$ cat src/rtl/vic_pkg.sv
package vic_pkg;
  localparam int DW = 32;

  localparam logic [1:0] ADDR_CFG  = 2'd0;
  localparam logic [1:0] ADDR_MASK = 2'd1;
  localparam logic [1:0] ADDR_ISR  = 2'd2;
  localparam logic [1:0] ADDR_VEC  = 2'd3;

  localparam int CFG_EN_BIT  = 0;
  localparam int CFG_PRI_LSB = 8;
  localparam int CFG_LVL_LSB = 13;

  typedef struct packed {
    logic wrCfg;
    logic wrMask;
    logic wrIsr;
    logic ack;
  } strobe_t;
endpackage

$ cat src/rtl/vic_ctrl.sv
module vic_ctrl
  import vic_pkg::*;
(
  input  logic          busWrEn,
  input  logic [1:0]    busAddr,
  input  logic          ackBit,
  output strobe_t       strb
);
  always_comb begin
    strb = '0;
    if (busWrEn) begin
      unique case (busAddr)
        ADDR_CFG:  strb.wrCfg  = 1'b1;
        ADDR_MASK: strb.wrMask = 1'b1;
        ADDR_ISR:  strb.wrIsr  = 1'b1;
        ADDR_VEC:  strb.ack    = ackBit;
        default:   strb = '0;
      endcase
    end
  end
endmodule

$ cat src/rtl/vic_prio.sv
module vic_prio #(
  parameter int NSRC = 32,
  localparam int VW = (NSRC > 1) ? $clog2(NSRC) : 1,
  localparam int KW = VW + 2
) (
  input  logic            clk,
  input  logic            rstN,
  input  logic [NSRC-1:0] req,
  input  logic [NSRC-1:0] mask,
  input  logic [NSRC-1:0] inSvc,
  input  logic [VW-1:0]   promo,
  output logic            winValid,
  output logic [VW-1:0]   winIdx
);
  localparam logic [KW-1:0] KEY_NONE = KW'(NSRC + 1);

  logic [KW-1:0] key [NSRC];
  logic [KW-1:0] svcFloor;
  logic [KW-1:0] best;

  for (genvar i = 0; i < NSRC; i++) begin : g_key
    assign key[i] = (promo == VW'(i)) ? '0 : KW'(i + 1);
  end

  always_comb begin
    svcFloor = KEY_NONE;
    for (int i = 0; i < NSRC; i++) begin
      if (inSvc[i] && key[i] < svcFloor) svcFloor = key[i];
    end
  end

  always_comb begin
    best     = KEY_NONE;
    winValid = 1'b0;
    winIdx   = '0;
    for (int i = 0; i < NSRC; i++) begin
      if (req[i] && mask[i] && !inSvc[i] && key[i] < svcFloor && key[i] < best) begin
        best     = key[i];
        winValid = 1'b1;
        winIdx   = VW'(i);
      end
    end
  end

  AST_WIN_ENABLED: assert property (@(posedge clk) disable iff (!rstN)
    winValid |-> (req[winIdx] && mask[winIdx]));
  AST_WIN_NOT_SVC: assert property (@(posedge clk) disable iff (!rstN)
    winValid |-> !inSvc[winIdx]);
endmodule

$ cat src/rtl/vic_dpath.sv
module vic_dpath
  import vic_pkg::*;
#(
  parameter int NSRC = 32,
  parameter int LW   = 3,
  localparam int VW  = (NSRC > 1) ? $clog2(NSRC) : 1,
  localparam int VEW = VW + 1
) (
  input  logic            clk,
  input  logic            rstN,
  input  strobe_t         strb,
  input  logic [DW-1:0]   wdata,
  input  logic [1:0]      rdAddr,
  input  logic [NSRC-1:0] srcReq,
  output logic [DW-1:0]   rdData,
  output logic            cpuIrq,
  output logic [LW-1:0]   cpuLevel
);
  localparam logic [VEW-1:0] ERRVEC = VEW'(NSRC);

  logic [DW-1:0]   cfgReg;
  logic [NSRC-1:0] maskReg;
  logic [NSRC-1:0] inSvc;
  logic [VEW-1:0]  vecReg;
  logic            winValid;
  logic [VW-1:0]   winIdx;

  vic_prio #(.NSRC(NSRC)) u_prio (
    .clk      (clk),
    .rstN     (rstN),
    .req      (srcReq),
    .mask     (maskReg),
    .inSvc    (inSvc),
    .promo    (cfgReg[CFG_PRI_LSB +: VW]),
    .winValid (winValid),
    .winIdx   (winIdx)
  );

  always_ff @(posedge clk) begin
    if (!rstN) begin
      cfgReg  <= '0;
      maskReg <= '0;
      inSvc   <= '0;
      vecReg  <= '0;
    end else begin
      if (strb.wrCfg)  cfgReg  <= wdata;
      if (strb.wrMask) maskReg <= wdata[NSRC-1:0];
      if (strb.wrIsr)  inSvc   <= inSvc & ~wdata[NSRC-1:0];
      if (strb.ack) begin
        if (winValid) begin
          vecReg        <= VEW'(winIdx);
          inSvc[winIdx] <= 1'b1;
        end else begin
          vecReg <= ERRVEC;
        end
      end
    end
  end

  assign cpuIrq   = cfgReg[CFG_EN_BIT] & winValid;
  assign cpuLevel = cfgReg[CFG_LVL_LSB +: LW];

  always_comb begin
    unique case (rdAddr)
      ADDR_CFG:  rdData = cfgReg;
      ADDR_MASK: rdData = DW'(maskReg);
      ADDR_ISR:  rdData = DW'(inSvc);
      default:   rdData = DW'(vecReg);
    endcase
  end

  AST_ISR_W1C: assert property (@(posedge clk) disable iff (!rstN)
    strb.wrIsr |=> ((inSvc & $past(wdata[NSRC-1:0])) == '0));
  AST_ISR_KEEP: assert property (@(posedge clk) disable iff (!rstN)
    strb.wrIsr |=> ((inSvc | $past(wdata[NSRC-1:0])) == ($past(inSvc) | $past(wdata[NSRC-1:0]))));
  AST_ACK_SETS: assert property (@(posedge clk) disable iff (!rstN)
    (strb.ack && winValid) |=> inSvc[$past(winIdx)]);
  AST_ERR_VEC: assert property (@(posedge clk) disable iff (!rstN)
    (strb.ack && !winValid) |=> (vecReg == ERRVEC && $stable(inSvc)));
  AST_VEC_HOLD: assert property (@(posedge clk) disable iff (!rstN)
    !strb.ack |=> $stable(vecReg));
  AST_IRQ_SOURCE: assert property (@(posedge clk) disable iff (!rstN)
    cpuIrq |-> ((srcReq & maskReg & ~inSvc) != '0));
endmodule

$ cat src/rtl/vic_top.sv
module vic_top
  import vic_pkg::*;
#(
  parameter int NSRC = 32,
  parameter int LW   = 3
) (
  input  logic            clk,
  input  logic            rstN,
  input  logic [NSRC-1:0] srcReq,
  input  logic [1:0]      busAddr,
  input  logic            busWrEn,
  input  logic [DW-1:0]   busWrData,
  output logic [DW-1:0]   busRdData,
  output logic            cpuIrq,
  output logic [LW-1:0]   cpuLevel
);
  strobe_t strb;

  vic_ctrl u_ctrl (
    .busWrEn (busWrEn),
    .busAddr (busAddr),
    .ackBit  (busWrData[0]),
    .strb    (strb)
  );

  vic_dpath #(.NSRC(NSRC), .LW(LW)) u_dpath (
    .clk      (clk),
    .rstN     (rstN),
    .strb     (strb),
    .wdata    (busWrData),
    .rdAddr   (busAddr),
    .srcReq   (srcReq),
    .rdData   (busRdData),
    .cpuIrq   (cpuIrq),
    .cpuLevel (cpuLevel)
  );
endmodule

$ cat config.mk
export PLATFORM = sky130hd
export DESIGN_NAME = vic_top
export DESIGN_NICKNAME = d
export VERILOG_FILES = /design/src/rtl/vic_pkg.sv /design/src/rtl/vic_ctrl.sv /design/src/rtl/vic_prio.sv /design/src/rtl/vic_dpath.sv /design/src/rtl/vic_top.sv
export SDC_FILE = /design/constraint.sdc
export NUM_CORES = 1
export LEC_CHECK = 0
export BUFFER_PORTS_ARGS = -buffer_cell sky130_fd_sc_hd__buf_2
export CORE_MARGIN = 5
export CORE_UTILIZATION = 25
export CTS_CLUSTER_SIZE = 28
export DETAILED_ROUTE_END_ITERATION = 10
export GPL_TIMING_DRIVEN = 1
export PLACE_DENSITY = 0.47
export SLEW_MARGIN = 10
export SYNTH_ARGS = -nofsm -noshare
export SYNTH_HDL_FRONTEND = slang
export SYNTH_HIERARCHICAL = 1
export SYNTH_SLANG_ARGS = --single-unit
export TNS_END_PERCENT = 100
$ cat constraint.sdc
create_clock -name clk -period 75 [get_ports clk]
set_clock_uncertainty 0.2 [all_clocks]
set_input_delay 3.75 -clock clk [delete_from_list [all_inputs] [get_ports clk]]
set_output_delay 3.75 -clock clk [all_outputs]
set_load 0.02 [all_outputs]
==> flow_summary.toml <==
[routing]
drtIter0Drc = 1310
met1Wirelength_um = 31440
met3WireLength_um = 2530
detail_route.drc_violations = 0
via_count = 18450
totalWireLength_um = 66850
highest-signal-layer = "met5"
met2_wirelength_um = 31030
antenna_violating_nets_left = 0
detailedRoute.firstPassIterationCount = 8
drt-vias-per-instance = 5.590
routedWlPerCell_um = 20.25

[logic_synthesis]
synth-warning-count = 6
synth-adder-area-share = 0.1396
seq_area_frac_synth = 0.1218
simple_gate_portion_of_the_synthesized_area = 0.2555
synthDistinctLibCells = 132
synth.cell_area_um2 = 16760
flip_flop_and_latch_count_after_synthesis = 102
netlist_top_cells_area = "sky130_fd_sc_hd__ha_1 14%, sky130_fd_sc_hd__dfxtp_1 12%, sky130_fd_sc_hd__mux2i_1 6.0%"
synth.largest_area_cell = "sky130_fd_sc_hd__ha_1"
synth_net_count = 2429
synth_top_cell_area_share = 0.1396
synthCells = 2173
synth-xor-area-share = 0
compound_gate_fraction_of_synth_area = 0.3600
post_synth.cell_area_avg_um2 = 7.715
synthMuxAreaShare = 0.08113
combinational_family_with_the_most_area_after_synthesis = "compound AO/OA/AOI/OAI gates"
synth_edf_count = 0
ys_dominant_reg_cell = "sky130_fd_sc_hd__dfxtp_1"
async_flop_share = 0

[setup_path]
required_ns = 75.05
critPathCaptureType = "flop"
critPathLaunchType = "flop"
crit_path_max_fanout = 11
worstReg2RegEnd = "u_dpath/inSvc[4]$_SDFF_PN0_"
worst-r2r-cell-count = 346
cp.depth = 346
critical_path.top_delay_family = "compound AO/OA/AOI/OAI gates"
register_to_register_setup_slack_ns = 4.30
cp_data_arrival_time_ns = 70.75
critical-path-max-stage-delay_ns = 0.59
critical-path-top-cell-by-count = "sky130_fd_sc_hd__ha_1"
critPathSlowestCell = "sky130_fd_sc_hd__or4b_1"
critPathCapture = "u_dpath/inSvc[4]$_SDFF_PN0_"
r2r-start = "u_dpath/cfgReg[11]$_SDFFE_PN0P_"
worstSetupPathType = "flop to flop"
crit_buf_inv = 21
setup.worst_path.start = "u_dpath/cfgReg[11]$_SDFFE_PN0P_"

[cells_and_area]
fillers = 7255
nNetsFinal = 2678
fraction_of_layout_instances_using_a_drive_strength_above_1 = 0.2262
combined_area_of_the_multi_input_logic_cells_um2 = 14410
regArea_um2 = 2051
area.growth.synth_to_final_pct = 21.02

[clock_tree]
clk_transition_reported_paths_ns = 0.08
tritoncts.num_buffers = 9
cts.root.buffer_cell = "sky130_fd_sc_hd__clkbuf_16"
cts_sinks = 102
worstSkewPairLatency_ns = 0.36
ctsHoldBuffers = 0
cts_tree = "yes"
clock_tree.htree_level_count = 3
ctsLongestPathBuffers = 2

[sta]
final_cycle_share = 0.9426
max-slew-margin-rel = 0.2026
setup_viol = 0
timing_hold_violations_final = 0
finalMaxSlewViolations = 0
fmax_mhz = 14.14
layout_min_cycle_time_ns = 70.70
final.setup.tns_ns = 0
tightest_slew_ns = 1.196
worst_slack_ns = 4.303

[min_path]
worst_hold_path_type = "flop to flop"
min_path_cells = 2

[die]
dieHeight_um = 269.0
die-area_um2 = 72340
floorplan.core_area_um2 = 66800
boundaryPins = 105
effective_utilization_at_floorplan = 0.2510
chipWidth_um = 269.0
placement_rows = 95

[place]
hpwlAfterDp_um = 53620
final_weighted_congestion_in_routability_driven_placement = 0.9130
dp_worst_setup_slack_ns = 0.8044
port_buffers = 104

[run_status]
status = "finished, final reports clean"

[power]
pwr_density_cell_nw_per_um2 = 10.22
power_leakage_nw = 7.855
vdd_drop_max_mv = 0.02017

[grt]
antenna_found_initial = 1
gr-usage-all-layers = 0.1748
vias_in_the_first_global_route = 17920
grt_first_pass_wirelength_um = 102300
grt_overflow = 0
grt_max_degree = 68

[job]
max_cap_viols = 0
registers in the layout, summed over array words and instances, names as in the netlist:
register and flops:
u_dpath/cfgReg 32, u_dpath/inSvc 32, u_dpath/maskReg 32, u_dpath/vecReg 6
layout make-up:
class,count,area share
multi-input cells,1915,0.7103
repair buffers,307,0.1039
flip-flops and latches,102,0.1011
well taps,873,0.05384
inverters,87,0.01610
clock buffers,10,0.01129
clock inverters,6,0.003392
diodes,1,0.0001233
cells in the mapped netlist, drive strengths merged (21+ instances only):
library cell,count
nand2,214
nor2,189
ha,187
a21oi,133
o21ai,130
dfxtp,102
mux2i,101
inv,82
nor2b,81
a21o,54
nand3,51
a31oi,45
nor3,45
buf,43
nand2b,38
and2,37
o21a,37
a32o,33
a211oi,32
o2bb2ai,31
o211ai,29
and3,28
clkbuf,26
or2,26
a211o,22
a21boi,21
power by group:
| group | internal (mW) | switching, mW | leakage, nW |
|---|---|---|---|
| Sequential | 0.0554 | 0.00143 | 0.829 |
| Combinational | 0.0436 | 0.0590 | 6.88 |
| Clock | 0.0261 | 0.0218 | 0.143 |
stage by stage:
| stage | cells | utilization | power [mW] | instance area [um2] | hold slack [ns] |
|---|---|---|---|---|---|
| floorplan | 2173 | - | 0.1180 | 16760 | 0.2501 |
| global placement | 3268 | 0.2916 | 0.1566 | 19480 | 0.2700 |
| detailed placement | 3268 | 0.2916 | 0.1578 | 19480 | 0.2760 |
| CTS | 3284 | 0.2960 | 0.2065 | 19780 | 0.2852 |
| global route | 3300 | 0.3037 | 0.2203 | 20290 | 0.3194 |
| finish | 3301 | 0.3037 | 0.2074 | 20290 | 0.2842 |
tightest hold or removal path: stages, from the launching register on:
cell and delay (ns):
sky130_fd_sc_hd__dfxtp_1 0.31, sky130_fd_sc_hd__nand2b_1 0.06, sky130_fd_sc_hd__a21boi_0 0.07
cell families after synthesis:
| logic type | count (synthesis) |
|---|---|
| adder cells (fa/ha/maj) | 187 |
| multiplexers | 125 |
| AND/OR/NAND/NOR | 825 |
| buffers and inverters | 156 |
| AO/OA/AOI/OAI | 778 |
| flip-flops | 102 |
cells in the final DEF, fill, tap and decap left out, types with 11 or more instances in the layout:
cell	n
sky130_fd_sc_hd__nand2_1	211
sky130_fd_sc_hd__buf_4	198
sky130_fd_sc_hd__ha_1	187
sky130_fd_sc_hd__nor2_1	178
sky130_fd_sc_hd__a21oi_1	114
sky130_fd_sc_hd__buf_2	104
sky130_fd_sc_hd__dfxtp_1	97
sky130_fd_sc_hd__mux2i_1	95
sky130_fd_sc_hd__o21ai_0	89
sky130_fd_sc_hd__inv_1	82
sky130_fd_sc_hd__nor2b_1	78
sky130_fd_sc_hd__a21o_1	54
sky130_fd_sc_hd__nand3_1	51
sky130_fd_sc_hd__nor3_1	38
sky130_fd_sc_hd__nand2b_1	37
sky130_fd_sc_hd__a31oi_1	36
sky130_fd_sc_hd__and2_1	33
sky130_fd_sc_hd__a32o_1	33
sky130_fd_sc_hd__o21a_1	32
sky130_fd_sc_hd__o2bb2ai_1	30
sky130_fd_sc_hd__o21ai_1	30
sky130_fd_sc_hd__and3_1	27
sky130_fd_sc_hd__o211ai_1	24
sky130_fd_sc_hd__a211o_1	20
sky130_fd_sc_hd__or2_2	18
sky130_fd_sc_hd__or3_1	17
sky130_fd_sc_hd__nand4_1	17
sky130_fd_sc_hd__mux2_2	17
sky130_fd_sc_hd__a211oi_1	16
sky130_fd_sc_hd__a21boi_0	15
sky130_fd_sc_hd__a21oi_2	15
sky130_fd_sc_hd__o31a_1	14
sky130_fd_sc_hd__o2111ai_1	13
sky130_fd_sc_hd__a211oi_2	12
sky130_fd_sc_hd__o211a_1	12
sky130_fd_sc_hd__nand3b_1	11
sky130_fd_sc_hd__o21ai_2	11
sky130_fd_sc_hd__nor4_1	11
sky130_fd_sc_hd__a31o_2	11
sky130_fd_sc_hd__o31ai_1	11
routing by layer:
layer	vias to the layer above	global-route usage
li1	8914	-
met1	8935	0.2414
met2	503	0.2964
met3	97	0.01068
met4	2	0.04820
met5	-	0
worst min-delay path by stage:
stage                                      to                            from
2_1_floorplan  u_dpath/vecReg[4]$_SDFFE_PN0P_  u_dpath/vecReg[4]$_SDFFE_PN0P_
3_3_place_gp   u_dpath/vecReg[4]$_SDFFE_PN0P_  u_dpath/vecReg[4]$_SDFFE_PN0P_
3_5_place_dp   u_dpath/vecReg[2]$_SDFFE_PN0P_  u_dpath/vecReg[2]$_SDFFE_PN0P_
4_1_cts        u_dpath/vecReg[2]$_SDFFE_PN0P_  u_dpath/vecReg[2]$_SDFFE_PN0P_
5_1_grt        u_dpath/vecReg[3]$_SDFFE_PN0P_  u_dpath/vecReg[3]$_SDFFE_PN0P_
6_report       u_dpath/vecReg[3]$_SDFFE_PN0P_  u_dpath/vecReg[3]$_SDFFE_PN0P_
repair_timing:
item | in CTS | in global routing
endpoints found under the setup margin | 0 | 37
setup buffers | 0 | 16
resized for setup | 0 | 106
Power figures use the tool's default switching activity.
